<file path="config.mk">
export PLATFORM = sky130hd
export DESIGN_NAME = stepdir_seq
export DESIGN_NICKNAME = d
export VERILOG_FILES = /design/src/rtl/stepdir_pkg.sv /design/src/rtl/stepdir_sync.sv /design/src/rtl/stepdir_pos.sv /design/src/rtl/stepdir_coil.sv /design/src/rtl/stepdir_seq.sv
export SDC_FILE = /design/constraint.sdc
export NUM_CORES = 1
export LEC_CHECK = 0
export BUFFER_PORTS_ARGS = -buffer_cell sky130_fd_sc_hd__buf_2
export CAP_MARGIN = 20
export CORE_MARGIN = 2
export CORE_UTILIZATION = 35
export DETAILED_ROUTE_END_ITERATION = 8
export RECOVER_POWER = 50
export SETUP_SLACK_MARGIN = 0.4
export SYNTH_ARGS = -nofsm -noshare
export SYNTH_HDL_FRONTEND = slang
export SYNTH_SLANG_ARGS = --single-unit
</file>
<file path="constraint.sdc">
create_clock -name clk_i -period 2.5 [get_ports clk_i]
set_clock_uncertainty 0.2 [all_clocks]
set_input_delay 0.125 -clock clk_i [delete_from_list [all_inputs] [get_ports clk_i]]
set_output_delay 0.125 -clock clk_i [all_outputs]
set_load 0.005 [all_outputs]
</file>
<file path="src/rtl/stepdir_pkg.sv">
package stepdir_pkg;
  localparam int unsigned USTEP_PER_FULL = 256;
  localparam int unsigned FULL_PER_REV   = 4;
  localparam int unsigned POS_W = $clog2(USTEP_PER_FULL * FULL_PER_REV);
  localparam int unsigned QTR_W = $clog2(USTEP_PER_FULL);

  // microsteps per step for a resolution code under a given pin map
  function automatic logic [POS_W-1:0] step_inc(input int variant, input logic [1:0] code);
    logic [POS_W-1:0] r;
    if (variant == 0) begin
      unique case (code)
        2'b00: r = POS_W'(USTEP_PER_FULL / 8);
        2'b01: r = POS_W'(USTEP_PER_FULL / 2);
        2'b10: r = POS_W'(USTEP_PER_FULL / 4);
        default: r = POS_W'(USTEP_PER_FULL / 16);
      endcase
    end else begin
      unique case (code)
        2'b00: r = POS_W'(USTEP_PER_FULL / 4);
        2'b01: r = POS_W'(USTEP_PER_FULL / 8);
        2'b10: r = POS_W'(USTEP_PER_FULL / 16);
        default: r = POS_W'(USTEP_PER_FULL / 32);
      endcase
    end
    return r;
  endfunction
endpackage

</file>
<file path="src/rtl/stepdir_sync.sv">
module stepdir_sync #(
  parameter int unsigned STAGES = 2
) (
  input  logic clk_i,
  input  logic rst_ni,
  input  logic raw_i,
  output logic rise_o
);
  logic [STAGES-1:0] sync_q;
  logic              prev_q;

  genvar g;
  generate
    for (g = 0; g < STAGES; g++) begin : g_stage
      if (g == 0) begin : g_first
        always_ff @(posedge clk_i or negedge rst_ni)
          if (!rst_ni) sync_q[g] <= 1'b0;
          else         sync_q[g] <= raw_i;
      end else begin : g_next
        always_ff @(posedge clk_i or negedge rst_ni)
          if (!rst_ni) sync_q[g] <= 1'b0;
          else         sync_q[g] <= sync_q[g-1];
      end
    end
  endgenerate

  always_ff @(posedge clk_i or negedge rst_ni)
    if (!rst_ni) prev_q <= 1'b0;
    else         prev_q <= sync_q[STAGES-1];

  assign rise_o = sync_q[STAGES-1] & ~prev_q;


  rise_gap_chk: assert property (@(posedge clk_i) disable iff (!rst_ni)
    rise_o |=> !rise_o);
endmodule

</file>
<file path="src/rtl/stepdir_pos.sv">
module stepdir_pos
  import stepdir_pkg::*;
(
  input  logic             clk_i,
  input  logic             rst_ni,
  input  logic             step_i,
  input  logic             up_i,
  input  logic [POS_W-1:0] inc_i,
  output logic [POS_W-1:0] pos_o,
  output logic             index_o
);
  logic [POS_W:0]   sum_up;
  logic [POS_W-1:0] diff_dn;
  logic             wrap_up, hit_dn;

  assign sum_up  = {1'b0, pos_o} + {1'b0, inc_i};
  assign diff_dn = pos_o - inc_i;
  assign wrap_up = sum_up[POS_W];
  // downward arrival at or across zero, never when leaving zero
  assign hit_dn  = (pos_o != '0) && (pos_o <= inc_i);

  always_ff @(posedge clk_i or negedge rst_ni) begin
    if (!rst_ni) begin
      pos_o   <= '0;
      index_o <= 1'b0;
    end else if (step_i) begin
      pos_o   <= up_i ? sum_up[POS_W-1:0] : diff_dn;
      index_o <= up_i ? wrap_up : hit_dn;
    end else begin
      index_o <= 1'b0;
    end
  end


  pos_hold_chk: assert property (@(posedge clk_i) disable iff (!rst_ni)
    !step_i |=> $stable(pos_o));

  up_step_chk: assert property (@(posedge clk_i) disable iff (!rst_ni)
    (step_i && up_i) |=> (pos_o == POS_W'($past(pos_o) + $past(inc_i))));

  dn_step_chk: assert property (@(posedge clk_i) disable iff (!rst_ni)
    (step_i && !up_i) |=> (pos_o == POS_W'($past(pos_o) - $past(inc_i))));

  idx_cause_chk: assert property (@(posedge clk_i) disable iff (!rst_ni)
    index_o |-> $past(step_i));

  idx_single_chk: assert property (@(posedge clk_i) disable iff (!rst_ni)
    index_o |=> !index_o);
endmodule

</file>
<file path="src/rtl/stepdir_coil.sv">
module stepdir_coil
  import stepdir_pkg::*;
#(
  parameter int unsigned AMP_W = 8,
  parameter int unsigned PHASE = 0
) (
  input  logic             clk_i,
  input  logic             rst_ni,
  input  logic             off_i,
  input  logic [POS_W-1:0] pos_i,
  output logic [AMP_W-1:0] mag_o,
  output logic             neg_o
);
  localparam int unsigned TAB_N  = USTEP_PER_FULL + 1;
  localparam int unsigned HALF   = 2 * USTEP_PER_FULL;
  localparam int unsigned AMP_MX = (1 << AMP_W) - 1;
  localparam int unsigned NORM   = USTEP_PER_FULL * USTEP_PER_FULL;

  logic [AMP_W-1:0] qtab [TAB_N];

  genvar i;
  generate
    for (i = 0; i < TAB_N; i++) begin : g_tab
      assign qtab[i] = AMP_W'((longint'(i) * longint'(HALF - i) * longint'(AMP_MX)) / longint'(NORM));
    end
  endgenerate

  logic [POS_W-1:0] ph;
  logic [1:0]       quad;
  logic [QTR_W-1:0] frac;
  logic [QTR_W:0]   k;

  assign ph   = pos_i + POS_W'(PHASE);
  assign quad = ph[POS_W-1 -: 2];
  assign frac = ph[QTR_W-1:0];
  assign k    = quad[0] ? ((QTR_W+1)'(USTEP_PER_FULL) - {1'b0, frac}) : {1'b0, frac};

  always_ff @(posedge clk_i or negedge rst_ni) begin
    if (!rst_ni) begin
      mag_o <= '0;
      neg_o <= 1'b0;
    end else if (off_i) begin
      mag_o <= '0;
      neg_o <= 1'b0;
    end else begin
      mag_o <= qtab[k];
      neg_o <= quad[1];
    end
  end


  off_zero_chk: assert property (@(posedge clk_i) disable iff (!rst_ni)
    off_i |=> (mag_o == '0 && !neg_o));
endmodule

</file>
<file path="src/rtl/stepdir_seq.sv">
module stepdir_seq
  import stepdir_pkg::*;
#(
  parameter int unsigned MS_VARIANT  = 0,
  parameter int unsigned SYNC_STAGES = 2,
  parameter int unsigned AMP_W       = 8
) (
  input  logic             clk_i,
  input  logic             rst_ni,
  input  logic             step_i,
  input  logic             dir_i,
  input  logic [1:0]       ms_i,
  input  logic             en_ni,
  output logic [POS_W-1:0] pos_o,
  output logic             index_o,
  output logic [AMP_W-1:0] coil_a_mag_o,
  output logic             coil_a_neg_o,
  output logic [AMP_W-1:0] coil_b_mag_o,
  output logic             coil_b_neg_o
);
  logic             step_rise;
  logic [POS_W-1:0] inc;

  assign inc = step_inc(int'(MS_VARIANT), ms_i);

  stepdir_sync #(.STAGES(SYNC_STAGES)) u_sync (
    .clk_i, .rst_ni, .raw_i(step_i), .rise_o(step_rise)
  );

  stepdir_pos u_pos (
    .clk_i, .rst_ni, .step_i(step_rise), .up_i(dir_i), .inc_i(inc),
    .pos_o, .index_o
  );

  logic [AMP_W-1:0] mag [2];
  logic [1:0]       neg;

  genvar c;
  generate
    for (c = 0; c < 2; c++) begin : g_coil
      stepdir_coil #(.AMP_W(AMP_W), .PHASE(c * USTEP_PER_FULL)) u_coil (
        .clk_i, .rst_ni, .off_i(en_ni), .pos_i(pos_o),
        .mag_o(mag[c]), .neg_o(neg[c])
      );
    end
  endgenerate

  assign coil_a_mag_o = mag[0];
  assign coil_a_neg_o = neg[0];
  assign coil_b_mag_o = mag[1];
  assign coil_b_neg_o = neg[1];


  sign_a_chk: assert property (@(posedge clk_i) disable iff (!rst_ni)
    !$past(en_ni) |-> (coil_a_neg_o == $past(pos_o[POS_W-1])));

  sign_b_chk: assert property (@(posedge clk_i) disable iff (!rst_ni)
    !$past(en_ni) |-> (coil_b_neg_o == $past(pos_o[POS_W-1] ^ pos_o[POS_W-2])));

  zero_a_chk: assert property (@(posedge clk_i) disable iff (!rst_ni)
    ($past(pos_o[QTR_W-1:0]) == '0 && !$past(pos_o[QTR_W])) |-> (coil_a_mag_o == '0));
endmodule

</file>
## Word-level counts from Yosys, hierarchy flattened

Memories as Yosys holds them, arrays and structs flattened.
Cells that the tools add are included.

| storage, ports and cells | value |
|---|---|
| register bits | 32 |
| ROM bits | 8,192 |
| output and inout port bits | 29 |
| word-level logic and storage cells | 42 |
| memories | 2 |

Memories:

| name | words | bits a word | read ports | clocked after Yosys merged registers in | write ports | line | source |
|---|---|---|---|---|---|---|---|
| (no name shown) | 512 | 8 | 1 | 0 | 0 | stepdir_coil.sv:46 | `mag_o <= qtab[k];` |
| (no name shown) | 512 | 8 | 1 | 0 | 0 | stepdir_coil.sv:46 |  |

| operators by class | value |
|---|---|
| $add $sub $neg | 5 |
| order comparisons | 3 |
| equality and inequality tests | 2 |
| multiplexer cells | 14 |
| bitwise operators | 4 |
| reductions and logical operators | 3 |

Operators by type and width:

| kind | count |
|---|---|
| $mux W8 | 6 |
| $pmux W8 S3 | 1 |
| $ge A10 B10 Y1 const B | 2 |
| $not A9 Y10 | 2 |
| $mux W9 | 2 |
| $sub A9 B8 Y9 const A | 2 |
| $add A10 B8 Y11 | 1 |
| $add A10 B9 Y10 const B | 1 |
| $le A10 B8 Y1 | 1 |
| $mux W10 | 1 |
| $reduce_bool A10 Y1 | 1 |
| $sub A10 B8 Y10 | 1 |
| $mux W1 | 4 |
| $eq A2 B1 Y1 const B | 1 |
| $eq A2 B2 Y1 const B | 1 |
| $logic_not A2 Y1 | 1 |
| $and A1 B1 Y1 | 1 |
| $logic_and A1 B1 Y1 | 1 |
| $not A1 Y1 | 1 |

## Depth between registers and ports, before layout

Gate-level depths: netlist of run 1.

| depth | value |
|---|---|
| depth in word-level cells | 8 |
| gate-level depth with buffers | 10 |
| depth with buffers taken out | 9 |

## Hierarchy

Synthesis of run 1 repeated with hierarchy kept, for this count alone.

| unflattened totals | value |
|---|---|
| cell total of the unflattened synthesis | 938 |
| area total of the unflattened synthesis | 6,663.9 µm² |

Modules (own cells, without submodules):

| module | times used | cells an instance | area an instance (µm²) |
|---|---|---|---|
| stepdir_coil at g_coil[1].u_coil | 1 | 383 | 2,621.3 |
| stepdir_coil at g_coil[0].u_coil | 1 | 373 | 2,533.7 |
| stepdir_pos | 1 | 173 | 1,390.1 |
| stepdir_sync | 1 | 4 | 88.8 |
| stepdir_seq | 1 | 5 | 30.0 |

## Worst setup path before layout of run 1

OpenSTA, ideal clock, no wires.

| timing | value |
|---|---|
| path type | flip-flop to flip-flop |
| start | register u_pos.pos_o[4] |
| end | register g_coil[0].u_coil.mag_o[3] |
| setup time | 133 ps |
| data arrival time | 2,134 ps |
| setup slack | 33 ps |
| stages on the path, launching flop included | 11 |
| path buffers | 1 |
| period minus slack after synthesis | 2,467 ps |
| cells stage by stage | dfrtp_1 > clkbuf_1 > inv_1 > ha_1 > mux2i_1 > inv_1 > ha_1 > inv_1 > mux2i_1 > a21oi_1 > nor2_1 |

| on the way | value |
|---|---|
| longest elaborated chain between the ends | 7 |

RTL lines:

| what | line | source |
|---|---|---|
| from (decl) | stepdir_pos.sv:9 | `output logic [POS_W-1:0] pos_o,` |
| from (signal assigned) | stepdir_pos.sv:27 | `pos_o <= up_i ? sum_up[POS_W-1:0] : diff_dn;` |
| $sub A9 B8 Y9 | stepdir_coil.sv:36 | `assign k = quad[0] ? ((QTR_W+1)'(USTEP_PER_FULL) - {1'b0, frac}) : {1'b0, frac};` |
| $mux W9 * | stepdir_coil.sv:36 |  |
| $not A9 Y10 (implied by the code) * | stepdir_coil.sv:46 |  |
| $mem_v2 Z512 W8 * | -- |  |
| $mux W8 (implied by the code) * (2 in a row) | stepdir_coil.sv:46 |  |
| $mux W8 * | stepdir_coil.sv:42 | `end else if (off_i) begin` |
| to (signal assigned) | stepdir_coil.sv:46 |  |
| to (decl) | stepdir_coil.sv:11 | `output logic [AMP_W-1:0] mag_o,` |

Mark *: on every way between the ends. The rest lies on a longest branch, timed or not. The select of a mux whose other input is x is not followed.
A chain may end at the register's enable or synchronous reset.

## Final worst setup path of run 1

| timing | value |
|---|---|
| start | register u_pos.pos_o[4] |
| end | register g_coil[1].u_coil.mag_o[3] |

| on the way | value |
|---|---|
| longest elaborated chain between the ends | 8 |

RTL lines:

| what | line | source |
|---|---|---|
| $add A10 B9 Y10 * | stepdir_coil.sv:33 | `assign ph = pos_i + POS_W'(PHASE);` |
| $sub A9 B8 Y9 | stepdir_coil.sv:36 |  |
| $mux W9 * | stepdir_coil.sv:36 |  |
| $not A9 Y10 (implied by the code) * | stepdir_coil.sv:46 |  |
| $mem_v2 Z512 W8 * | -- |  |
| $mux W8 (implied by the code) * (2 in a row) | stepdir_coil.sv:46 |  |
| $mux W8 * | stepdir_coil.sv:42 |  |
| to (signal assigned) | stepdir_coil.sv:46 |  |
| to (decl) | stepdir_coil.sv:11 |  |

Marks and branches as above.

==> implementation parameters, run 1 <==
Parameter                              Value

Route
  Total wire length    4330 um
  Ratio of routed vias to standard cells    4.95
  DRC errors left    0
  Vias post-DR    1,590
  Count of antenna-violating nets left after detailed routing    0
  Routed length per placed instance    13.5 um
  Detailed-routing iteration count for the pre-antenna-repair pass    4
  Initial DRC Count    106

Synth
  Fraction of post-synthesis cell area in the top cell type by area    36.5%
  Multiplexer fraction of the synthesized cell area    3.39%
  Main flop type after synthesis    sky130_fd_sc_hd__dfrtp_1
  Cells taking the most area after synthesis    sky130_fd_sc_hd__dfrtp_1, sky130_fd_sc_hd__ha_1, sky130_fd_sc_hd__xnor2_1
  Share of the synthesized area in compound gates (AO/OA/AOI/OAI)    17.8%
  Number of synthesized flops with an enable pin    0
  Synthesized flop and latch total    28
  Synth Cell Area    1920 um^2
  Part of the Yosys area used for sequential elements    36.5%
  Cell type contributing the most total cell area after synthesis    sky130_fd_sc_hd__dfrtp_1
  Synthesized area per cell    9.55 um^2
  Post-synthesis adder-cell area fraction    15.1%
  Netlist cell types    47
  Cell count after synthesis    201
  Synth Area in XOR/XNOR    4.11%
  Proportion of register bits with asynchronous set or reset after synthesis    100%
  Dominant combinational cell family by area after synthesis    compound AO/OA/AOI/OAI gates
  Simple-gate share of the synthesized area    15.9%
  Count of yosys warnings during synthesis    0

Pwr
  Power density relative to cell area    1230 nW/um^2
  Leakage    0.00115 uW
  IR drop worst, VDD    0.381 mV

Cells and area
  Layout Cell Area excl Fill    2490 um^2
  Synthesis-to-layout area growth    29.5%
  Most frequent standard cell in the layout excluding fill and tap cells    sky130_fd_sc_hd__buf_2
  Post-route core utilization    47.8%
  Most used cells in the layout excluding fill and tap cells    sky130_fd_sc_hd__buf_2, sky130_fd_sc_hd__dfrtp_1, sky130_fd_sc_hd__buf_4
  Number of inserted diodes    0
  Share of post-route cells with drive strength above 1    36.7%
  Final net count    281
  Fillcell total    492

Floorplan
  Top-level I/O count    36
  Floorplan die width    78.1 um
  Die Height    78.1 um
  Standard-cell row count    26
  Initial cell density of the core    36.9%
  Core Box Area    5200 um^2
  Area of the die    6090 um^2

Timing
  Worst setup slack after layout    0.385 ns
  Period utilisation layout    84.6%
  Unrepaired setup endpoints after global routing    yes
  Worst max-slew margin expressed relative to the limit    0.737%
  Max frequency    0.473 GHz
  Max-slew violations    0
  Final worst path period need    2.11 ns
  Setup tns final    0 ns
  Hold violation total from the final report    0
  Worst Max-Slew Pin Slew    1.49 ns
  Final setup vio count    0

Placed design
  Half-perimeter wire length of the detailed placement result    3000 um
  Routability-driven placement congestion ratio    0.825
  Worst slack at placement    0.301 ns
  Input/output buffers    31
  Placed cell area    2200 um^2

CTS
  TritonCTS clock tree    built
  Clock latency at the later pin of the worst-skew pair    0.27 ns
  CTS buffer count    3
  # H-tree levels    1
  Root Buffer    sky130_fd_sc_hd__clkbuf_8
  Sinks on the clock net    28
  CTS clock-pin slew for the worst setup and hold paths    0.09 ns
  Clock tree buffer depth    2

GRT
  Vias in the first global route    1,512
  Total grt overflow    0
  GRT Util Overall    14.1%
  Initial antenna violation count    0
  Maximum number of pins on one net before global-route repair    29
  Wire length of the first global-routing pass    6980 um

Critical path
  Worst path max stage delay    0.49 ns
  R2r setup slk    0.39 ns
  CP endpoint kind    register
  CP bufs+invs    2
  Type of the worst setup path    register to register
  CP max FO    8
  Required time worst endpoint    2.49 ns
  Arrival @ worst endpoint    2.11 ns
  Cell type group with the largest total delay on the critical path    flip-flops
  CP Launch Type    register
  Highest-delay cell along the critical path    sky130_fd_sc_hd__dfrtp_2
  List of cells traversed by the critical path    inv_6, ha_4, mux2i_2, inv_1, ha_1, nor3b_1, a31oi_1, a21oi_1

Run status
  Status    completed

Run
  Reported max-cap violation count    0

Worst hold path
  Worst min path class    input pin to register
==> repair_timing <==
item	CTS	global route
endpoints found under the setup margin	14	17
hold buffers	3	0
pin swaps	4	14
endpoints found under the hold margin	30	0
gates resized for setup	8	17
buffers inserted	8	7
==> synth_stat cells, drive strengths merged, types with 2 or more instances <==
library cell and instances:
fa 2, o311ai 2, xor2 2, a311oi 5, a31oi 6, and2 2
clkbuf 7, buf 8, or3 2, mux2i 5, inv 16, nor3 8
o21bai 2, nor3b 3, nand2b 4, a221oi 3, xnor2 7, nand3 2
a211oi 6, o21ai 6, nor2 10, ha 20, nand2 13, or2 2
dfrtp 28, nor2b 5, a21oi 11, o21a 2
==> report_power, final <==
part / leakage (uW) / switching (uW) / internal, uW / total (uW)
Combinational: 0.000781 / 1060 / 1020 / 2090
Sequential: 0.000344 / 106 / 620 / 726
Clock: 0.0000228 / 134 / 114 / 248
Total: 0.00115 / 1300 / 1760 / 3060
==> final cells by class <==
cell class / count / area (um^2) / share of cell area [%]
Tap cell: 70 / 87.6 / 3.52
Clock buffer: 4 / 45.0 / 1.81
Sequential cell: 28 / 704 / 28.3
Multi-Input combinational cell: 145 / 1220 / 49.2
Timing Repair Buffer: 58 / 362 / 14.5
Inverter: 16 / 65.1 / 2.62
==> worst reg2reg max path, cell delays in order (launching register included) <==
cell and delay (ns):
sky130_fd_sc_hd__dfrtp_2 0.49, sky130_fd_sc_hd__inv_6 0.12, sky130_fd_sc_hd__ha_4 0.21, sky130_fd_sc_hd__mux2i_2 0.19
sky130_fd_sc_hd__inv_1 0.12, sky130_fd_sc_hd__ha_1 0.21, sky130_fd_sc_hd__nor3b_1 0.26, sky130_fd_sc_hd__a31oi_1 0.07
sky130_fd_sc_hd__a21oi_1 0.16
==> routing by layer <==
| layer | share of wire [%] | track usage, % | routed length, um | vias up |
|---|---|---|---|---|
| met5 | 0 | 0 | 0 | - |
| met4 | 0.99 | 3.68 | 43 | 0 |
| met3 | 3.3 | 1.49 | 145 | 4 |
| met2 | 49 | 23.0 | 2110 | 39 |
| met1 | 47 | 20.1 | 2030 | 757 |
| li1 | - | - | - | 790 |
==> stage by stage <==
| stage | total power [uW] | cells | hold WS, ns |
|---|---|---|---|
| finish | 3060 | 321 | 0.0215 |
| global route | 3320 | 321 | 0.0261 |
| CTS | 2890 | 314 | 0.0104 |
| detailed placement | 2460 | 299 | -0.0146 |
| global placement | 2460 | 299 | -0.0281 |
| floorplan | 1970 | 204 | -0.371 |
==> sequential cells by signal, summed over array words and instances, names as in the netlist <==
name	flops
g_coil.u_coil.mag_o	16
g_coil.u_coil.neg_o	2
u_sync.sync_q	2
u_pos.index_o	1
u_pos.pos_o	6
u_sync.prev_q	1
==> cell families (layout without fill, tap and decap cells) <==
kind of cell,Yosys count,in the layout
adders and majority gates,22,22
xor gates and xnor gates,9,9
AOI/OAI and AO/OA,48,48
buffers and inverters,31,78
and+or+nand+nor,56,56
DFF,28,28
other,1,4
muxes,6,6
==> path summary, 6_finish.rpt <==
kind	startpoint	endpoint	cells after the start
worst max-delay path	u_pos.pos_o[4]	g_coil[1].u_coil.mag_o[3]	8
worst min-delay path	en_ni	g_coil[0].u_coil.mag_o[2]	2
worst max register to register	u_pos.pos_o[4]	g_coil[1].u_coil.mag_o[3]	8
worst min register to register	u_sync.sync_q[0]	u_sync.sync_q[1]	0
max in group asynchronous	rst_ni	u_pos.pos_o[6]	2
min in group asynchronous	rst_ni	g_coil[0].u_coil.mag_o[3]	2
(Power assumes the default switching activity.)
==> inputs of run 2 (changes only) <==
Settings changed: ABC_AREA set to 1.
Clock period 2.5 ns to 1.8 ns, I/O delays scaled along.
==> implementation parameters, run 2 <==
Parameter                              Value

GRT
  Maximum number of pins on one net before global-route repair    29 (unchanged)
  Wire length of the first global-routing pass    9250 um (was 6980 um)
  Total grt overflow    0 (unchanged)
  Grt met1 use    21.1% (was 20.1%)
  Initial antenna violation count    0 (unchanged)
  GRT Util Overall    17.7% (was 14.1%)
  GR met3 Demand/Resource    3.04% (was 1.49%)
  GRT met2 Usage    33.3% (was 23.0%)
  Global route hottest layer    met2 (unchanged)
  Vias in the first global route    2,008 (was 1,512)

Synth
  Netlist cell types    27 (was 47)
  Synth Cell Area    2140 um^2 (was 1920 um^2)
  Main flop type after synthesis    sky130_fd_sc_hd__dfrtp_1 (unchanged)
  Part of the Yosys area used for sequential elements    32.8% (was 36.5%)
  Fraction of post-synthesis cell area in the top cell type by area    32.8% (was 36.5%)
  Synthesized flop and latch total    28 (unchanged)
  Cell type contributing the most total cell area after synthesis    sky130_fd_sc_hd__dfrtp_1 (unchanged)
  Count of yosys warnings during synthesis    0 (unchanged)
  Synthesized area per cell    7.29 um^2 (was 9.55 um^2)
  Cells taking the most area after synthesis    sky130_fd_sc_hd__dfrtp_1, sky130_fd_sc_hd__nand2_1, sky130_fd_sc_hd__ha_1 (was sky130_fd_sc_hd__dfrtp_1, sky130_fd_sc_hd__ha_1, sky130_fd_sc_hd__xnor2_1)
  Top-count cell post-synth    sky130_fd_sc_hd__nand2_1 (was sky130_fd_sc_hd__dfrtp_1)
  Top cells by instance count after synthesis    sky130_fd_sc_hd__nand2_1, sky130_fd_sc_hd__nand3_1, sky130_fd_sc_hd__inv_1 (was sky130_fd_sc_hd__dfrtp_1, sky130_fd_sc_hd__ha_1, sky130_fd_sc_hd__inv_1)
  Proportion of register bits with asynchronous set or reset after synthesis    100% (unchanged)
  Number of synthesized flops with an enable pin    0 (unchanged)
  Cell count after synthesis    293 (was 201)

Timing
  Period utilisation layout    120% (was 84.6%)
  Worst Max-Slew Pin Slew    0.712 ns (was 1.49 ns)
  Unrepaired setup endpoints after global routing    yes (unchanged)
  Max-slew violations    0 (unchanged)
  Max frequency    0.461 GHz (was 0.473 GHz)
  Worst max-slew margin expressed relative to the limit    52.6% (was 0.737%)
  Final worst path period need    2.17 ns (was 2.11 ns)
  Final setup vio count    22 (was 0)
  Setup tns final    -3.15 ns (was 0 ns)
  Hold WS    0.114 ns (was 0.0215 ns)
  Hold violation total from the final report    0 (unchanged)
  Worst setup slack after layout    -0.367 ns (was 0.385 ns)

Route
  Initial DRC Count    109 (was 106)
  Vias post-DR    2,057 (was 1,590)
  Total wire length    5450 um (was 4330 um)
  Routed length per placed instance    12.5 um (was 13.5 um)
  Count of antenna-violating nets left after detailed routing    0 (unchanged)
  DRC errors left    0 (unchanged)
  Ratio of routed vias to standard cells    4.72 (was 4.95)
  Detailed-routing iteration count for the pre-antenna-repair pass    4 (unchanged)

Critical path
  Highest-delay cell along the critical path    sky130_fd_sc_hd__dfrtp_2 (unchanged)
  Arrival @ worst endpoint    2.14 ns (was 2.11 ns)
  Type of the worst setup path    register to register (unchanged)
  List of cells traversed by the critical path    inv_2, ha_4, or2_4, o21ai_4, inv_2, ha_4, or2_4, nand3b_1, nand3_1, nand3_1, nand2_1, inv_1 (was inv_6, ha_4, mux2i_2, inv_1, ha_1, nor3b_1, a31oi_1, a21oi_1)
  CP max FO    2 (was 8)
  Critical path launch point    u_pos.pos_o[5] (was u_pos.pos_o[4])
  Startpoint of the most critical register-to-register path    u_pos.pos_o[5] (was u_pos.pos_o[4])
  CP Launch Type    register (unchanged)
  CP endpoint kind    register (unchanged)
  Required time worst endpoint    1.78 ns (was 2.49 ns)
  Worst path max stage delay    0.42 ns (was 0.49 ns)
  R2r setup slk    -0.37 ns (was 0.39 ns)

Pwr
  Cell Int Power    2790 uW (was 1760 uW)
  Power dissipated by switching net loads    2390 uW (was 1300 uW)
  Power, Total    5180 uW (was 3060 uW)
  Leakage    0.00163 uW (was 0.00115 uW)
  IR drop worst, VDD    0.648 mV (was 0.381 mV)
  Part of the power in registers    18.5% (was 23.7%)
  Fraction of power consumed by the clock network    9.5% (was 8.1%)
  Sw frac    46.1% (was 42.6%)
  Power density relative to cell area    1690 nW/um^2 (was 1230 nW/um^2)
  Share of total power in combinational logic    72.0% (was 68.2%)

Worst hold path
  Worst min path class    input pin to register (unchanged)
  Min-delay src    ms_i[1] (was en_ni)

Cells and area
  Fillcell total    564 (was 492)
  Share of post-route cells with drive strength above 1    34.3% (was 36.7%)
  Final Instance Count excl. Fillers    436 (was 321)
  Area of the multi-input gates    1510 um^2 (was 1220 um^2)
  Number of inserted diodes    0 (unchanged)
  Area taken by flip-flops and latches    706 um^2 (was 704 um^2)
  Final net count    391 (was 281)
  Synthesis-to-layout area growth    43.5% (was 29.5%)
  Most used cells in the layout excluding fill and tap cells    sky130_fd_sc_hd__nand2_1, sky130_fd_sc_hd__nand3_1, sky130_fd_sc_hd__inv_1 (was sky130_fd_sc_hd__buf_2, sky130_fd_sc_hd__dfrtp_1, sky130_fd_sc_hd__buf_4)
  Largest registers    g_coil.u_coil.mag_o: 16 flops, u_pos.pos_o: 6 flops (unchanged)
  Top reg by flops    g_coil.u_coil.mag_o (unchanged)
  Most frequent standard cell in the layout excluding fill and tap cells    sky130_fd_sc_hd__nand2_1 (was sky130_fd_sc_hd__buf_2)
  Max FFs per register    16 (unchanged)

Floorplan
  Standard-cell row count    28 (was 26)
  Top-level I/O count    36 (unchanged)
  Die Height    82.1 um (was 78.1 um)
  Initial cell density of the core    36.1% (was 36.9%)
  Core Box Area    5920 um^2 (was 5200 um^2)
  Floorplan die width    82.1 um (was 78.1 um)
  Area of the die    6750 um^2 (was 6090 um^2)

Placed design
  Half-perimeter wire length of the detailed placement result    3790 um (was 3000 um)
  Post-placement cell count    412 (was 299)
  Routability-driven placement congestion ratio    0.913 (was 0.825)
  Input/output buffers    31 (unchanged)

CTS
  TritonCTS clock tree    built (unchanged)
  Clock latency at the later pin of the worst-skew pair    0.28 ns (was 0.27 ns)
  CTS clock-pin slew for the worst setup and hold paths    0.10 ns (was 0.09 ns)
  # H-tree levels    1 (unchanged)
  Root Buffer    sky130_fd_sc_hd__clkbuf_8 (unchanged)
  Sinks on the clock net    28 (unchanged)
  CTS buffer count    3 (unchanged)
  Clock tree buffer depth    2 (unchanged)

Run
  Reported max-cap violation count    0 (unchanged)

Run status
  Violated checks    negative setup slack
  Status    finished, violations left (was completed)
-- run 2: cell types whose count changed after synthesis, moves of 4 or more --
cell | before | now
sky130_fd_sc_hd__xnor2_1 | 7 | 0
sky130_fd_sc_hd__clkbuf_1 | 7 | 1
sky130_fd_sc_hd__a311oi_1 | 5 | 0
sky130_fd_sc_hd__a31oi_1 | 6 | 2
sky130_fd_sc_hd__nor3_1 | 8 | 0
sky130_fd_sc_hd__mux2i_1 | 5 | 0
sky130_fd_sc_hd__nand2b_1 | 4 | 0
sky130_fd_sc_hd__nand2_1 | 11 | 88
sky130_fd_sc_hd__nand3_1 | 2 | 49
sky130_fd_sc_hd__nor2b_1 | 5 | 0
sky130_fd_sc_hd__a211oi_1 | 5 | 0
sky130_fd_sc_hd__inv_1 | 16 | 41
sky130_fd_sc_hd__o21ai_0 | 6 | 10
-- run 2: area by class of cell --
cell class                 instances  area share (%)
timing repair buffer              70            16.9
clock buffer                       3            1.35
multi-input combinational        215            49.3
sequential                        28            23.0
tap                               75            3.06
clock inverter                     1           0.979
inverter                          44            5.47
-- run 2: what timing repair did --
| item | in CTS | in global routing |
|---|---|---|
| buffers inserted | 12 | 4 |
| hold endpoints to repair | 33 | 0 |
| endpoints found under the setup margin | 24 | 25 |
| resized for setup | 45 | 27 |
| pin swaps | 8 | 13 |
| hold buffers | 4 | 0 |
-- run 2: logic make-up (layout without fill, tap and decap cells) --
kind of cell,Yosys count,count (layout),synth area share (%)
AND/OR/NAND/NOR,166,166,36.7
buffers and inverters,53,118,10.8
flip-flops,28,28,32.8
adder cells (fa/ha/maj),22,22,13.6
AO/OA/AOI/OAI,21,21,5.15
XOR/XNOR,2,2,0.820
other,1,4,0.175
-- run 2: worst paths after layout --
check,to,cells past startpoint
min in group asynchronous,u_pos.pos_o[4],2
worst max register to register,g_coil[0].u_coil.mag_o[5],12
worst max-delay path,g_coil[0].u_coil.mag_o[5],12
worst min register to register,u_sync.sync_q[1],0
max in group asynchronous,u_pos.pos_o[8],2
worst min-delay path,u_pos.pos_o[4],5
-- run 2: stage by stage --
step / worst slack, ns / instance area [um^2] / util, %
floorplan: -0.491 / 2250 / -
global placement: -0.345 / 2570 / 43.4
detailed placement: -0.382 / 2570 / 43.4
CTS: -0.320 / 2950 / 49.8
global route: -0.485 / 3070 / 51.8
finish: -0.367 / 3070 / 51.8
-- run 2: critical path, delay by kind of cell, from the launching register on --
kind / cells / cell delay (ns)
buf+inv: 3 / 0.19
fa+ha+maj: 2 / 0.36
compound gates: 1 / 0.07
simple gates: 6 / 0.82
flops: 1 / 0.42
-- run 2: power groups by stage --
stage          Sequential, uW  Combinational, uW  Clock [uW]
5_1_grt                   991               4200         534
4_1_cts                   956               3420         510
3_3_place_gp              955               2890           0
6_report                  958               3730         494
3_5_place_dp              962               2900           0
2_1_floorplan            1040               2000           0
-- run 2: metal layers --
layer	part of all wire, %	routed length [um]
met5	0	0
met1	43	2340
met3	4.7	256
met2	51	2790
met4	1.2	65
==> inputs of run 3 (changes only) <==
--- a/constraint.sdc
+++ b/constraint.sdc
@@ -4,2 +4,2 @@
 set_output_delay 0.09 -clock clk_i [all_outputs]
-set_load 0.005 [all_outputs]
+set_load 0.02 [all_outputs]
==> implementation parameters, run 3 (same netlist as run 2, synthesis figures left out) <==
Parameter                              Value

Critical path
  Worst path max stage delay    0.42 ns (about the same)
  Required time worst endpoint    1.77 ns (was 1.78 ns)
  CP bufs+invs    3 (unchanged)
  Type of the worst setup path    register to register (unchanged)
  CP endpoint kind    register (unchanged)
  Highest-delay cell along the critical path    sky130_fd_sc_hd__dfrtp_2 (unchanged)
  Startpoint of the most critical register-to-register path    u_pos.pos_o[5] (unchanged)
  R2r setup slk    -0.34 ns (was -0.37 ns)
  CP max FO    2 (unchanged)
  End of the worst register-to-register path    g_coil[0].u_coil.mag_o[5] (unchanged)
  Arrival @ worst endpoint    2.11 ns (was 2.14 ns)
  Cell type group with the largest total delay on the critical path    simple AND/OR/NAND/NOR gates (unchanged)
  Worst R2R Path Depth    12 (unchanged)
  CP Launch Type    register (unchanged)
  List of cells traversed by the critical path    inv_2, ha_4, or2_4, o21ai_4, inv_2, ha_4, or2_4, nand3b_1, nand3_1, nand3_1, nand2_1, inv_1 (unchanged)

Pwr
  Power, Total    5400 uW (was 5180 uW)
  IR drop worst, VDD    0.694 mV (was 0.648 mV)
  Leakage    0.00166 uW (was 0.00163 uW)
  Power density relative to cell area    1740 nW/um^2 (was 1690 nW/um^2)

Cells and area
  Final Instance Count excl. Fillers    437 (was 436)
  Max FFs per register    16 (unchanged)
  Top reg by flops    g_coil.u_coil.mag_o (unchanged)
  Number of inserted diodes    0 (unchanged)
  Most frequent standard cell in the layout excluding fill and tap cells    sky130_fd_sc_hd__nand2_1 (unchanged)
  Final net count    392 (was 391)
  Fillcell total    580 (was 564)
  Share of post-route cells with drive strength above 1    37.3% (was 34.3%)
  Largest registers    g_coil.u_coil.mag_o: 16 flops, u_pos.pos_o: 6 flops (unchanged)
  Most used cells in the layout excluding fill and tap cells    sky130_fd_sc_hd__nand2_1, sky130_fd_sc_hd__nand3_1, sky130_fd_sc_hd__inv_1 (unchanged)
  Synthesis-to-layout area growth    45.0% (was 43.5%)
  Layout Cell Area excl Fill    3100 um^2 (was 3070 um^2)

GRT
  Wire length of the first global-routing pass    9060 um (was 9250 um)
  Initial antenna violation count    0 (unchanged)
  Total grt overflow    0 (unchanged)
  Vias in the first global route    1,971 (was 2,008)
  GRT Util Overall    17.5% (was 17.7%)
  Maximum number of pins on one net before global-route repair    29 (unchanged)

Placed design
  Half-perimeter wire length of the detailed placement result    3820 um (was 3790 um)
  Post-placement cell count    413 (was 412)
  Routability-driven placement congestion ratio    0.865 (was 0.913)
  Worst slack at placement    -0.351 ns (was -0.382 ns)
  Placed cell area    2590 um^2 (was 2570 um^2)
  Input/output buffers    31 (unchanged)

Route
  Total wire length    5380 um (was 5450 um)
  Vias post-DR    2,066 (was 2,057)
  Initial DRC Count    103 (was 109)
  Routed length per placed instance    12.3 um (was 12.5 um)
  Detailed-routing iteration count for the pre-antenna-repair pass    4 (unchanged)
  Ratio of routed vias to standard cells    4.73 (was 4.72)
  Count of antenna-violating nets left after detailed routing    0 (unchanged)
  DRC errors left    0 (unchanged)

Worst hold path
  Min-delay src    ms_i[1] (unchanged)
  Number of stages on the worst hold path    5 (unchanged)
  Worst min path class    input pin to register (unchanged)
  Sink of the worst hold path    u_pos.pos_o[4] (unchanged)

Timing
  Hold violation total from the final report    0 (unchanged)
  Period utilisation layout    119% (was 120%)
  Final setup vio count    18 (was 22)
  Worst Max-Slew Pin Slew    0.708 ns (was 0.712 ns)
  Max-slew violations    0 (unchanged)
  Worst max-slew margin expressed relative to the limit    52.8% (was 52.6%)
  Max frequency    0.468 GHz (was 0.461 GHz)
  Final worst path period need    2.14 ns (was 2.17 ns)
  Worst setup slack after layout    -0.337 ns (was -0.367 ns)
  Unrepaired setup endpoints after global routing    yes (unchanged)

Floorplan
  Initial cell density of the core    36.1% (unchanged)
  Top-level I/O count    36 (unchanged)
  Die Height    82.1 um (unchanged)
  Core Box Area    5920 um^2 (unchanged)
  Standard-cell row count    28 (unchanged)
  Area of the die    6750 um^2 (unchanged)
  Floorplan die width    82.1 um (unchanged)

CTS
  # H-tree levels    1 (unchanged)
  Sinks on the clock net    28 (unchanged)
  Root Buffer    sky130_fd_sc_hd__clkbuf_8 (unchanged)
  Clock latency at the later pin of the worst-skew pair    0.27 ns (was 0.28 ns)
  Clock tree buffer depth    2 (unchanged)
  CTS clock-pin slew for the worst setup and hold paths    0.10 ns (about the same)
  TritonCTS clock tree    built (unchanged)
  CTS buffer count    3 (unchanged)

Run status
  Status    finished, violations left (unchanged)
  Violated checks    negative setup slack (unchanged)

Run
  Reported max-cap violation count    0 (unchanged)
run 3: cell types whose count changed in the layout (fill, tap and decap cells not counted), moves of 2 or more:
cell	change
sky130_fd_sc_hd__nand3_1	-2
sky130_fd_sc_hd__buf_2	+7
sky130_fd_sc_hd__buf_4	+2
sky130_fd_sc_hd__nand2_2	-2
sky130_fd_sc_hd__nand2_1	+2
sky130_fd_sc_hd__o21ai_1	+2
sky130_fd_sc_hd__clkbuf_1	-6
sky130_fd_sc_hd__o21ai_0	-2
sky130_fd_sc_hd__ha_1	-2
run 3: what timing repair did:
item | 4_1_cts | 5_1_grt
hold endpoints to repair | 33 | 0
setup endpoints to repair | 22 | 27
hold buffers | 4 | 0
buffers inserted | 10 | 6
gates resized for setup | 30 | 42
pin swaps | 14 | 18
run 3: worst max-delay path by stage:
| stage | start | end | slack (ns) | cells past startpoint |
|---|---|---|---|---|
| 4_1_cts | u_pos.pos_o[5] | g_coil[0].u_coil.mag_o[5] | -0.34 | 12 |
| 3_3_place_gp | u_pos.pos_o[5] | g_coil[0].u_coil.mag_o[5] | -0.31 | 12 |
| 5_1_grt | u_pos.pos_o[5] | g_coil[0].u_coil.mag_o[5] | -0.43 | 12 |
| 3_5_place_dp | u_pos.pos_o[5] | g_coil[1].u_coil.mag_o[5] | -0.35 | 11 |
| 2_1_floorplan | u_pos.pos_o[4] | g_coil[0].u_coil.mag_o[5] | -0.53 | 13 |
| 6_report | u_pos.pos_o[5] | g_coil[0].u_coil.mag_o[5] | -0.34 | 12 |
run 3: power breakdown:
part	internal (uW)	switching, uW
logic	1640	2320
registers	845	105
clock network	298	195
total	2780	2620
run 3: tightest hold or removal path: stages:
cell                      delay (ns)
sky130_fd_sc_hd__buf_2          0.09
sky130_fd_sc_hd__nand2_1        0.05
sky130_fd_sc_hd__inv_1          0.08
sky130_fd_sc_hd__ha_2           0.17
sky130_fd_sc_hd__o21ai_1        0.07
run 3: area by class of cell:
cell class,count,area [um^2],share of cell area (%)
clock inverter,1,30.0,0.969
inverter,44,168,5.41
multi-input combinational,215,1550,49.9
clock buffer,3,41.3,1.33
tap,75,93.8,3.03
timing repair buffer,71,513,16.6
sequential,28,707,22.8
run 3: through the flow:
stage          TNS, ns  utilization (%)  hold WS, ns
6_report         -2.35             52.3        0.109
5_1_grt          -4.29             52.3        0.128
4_1_cts          -2.08             48.7        0.102
3_5_place_dp     -2.01             43.7      -0.0472
3_3_place_gp     -1.71             43.7      -0.0581
2_1_floorplan    -3.04                -       -0.406
run 3: layer usage:
metal  share of wire [%]  global-route usage (%)  up-vias
met2                  52                    32.7       55
met3                 3.6                    2.72        8
met5                   0                       0        -
li1                    -                       -     1062
met1                  43                    20.6      941
met4                 2.0                    4.83        0
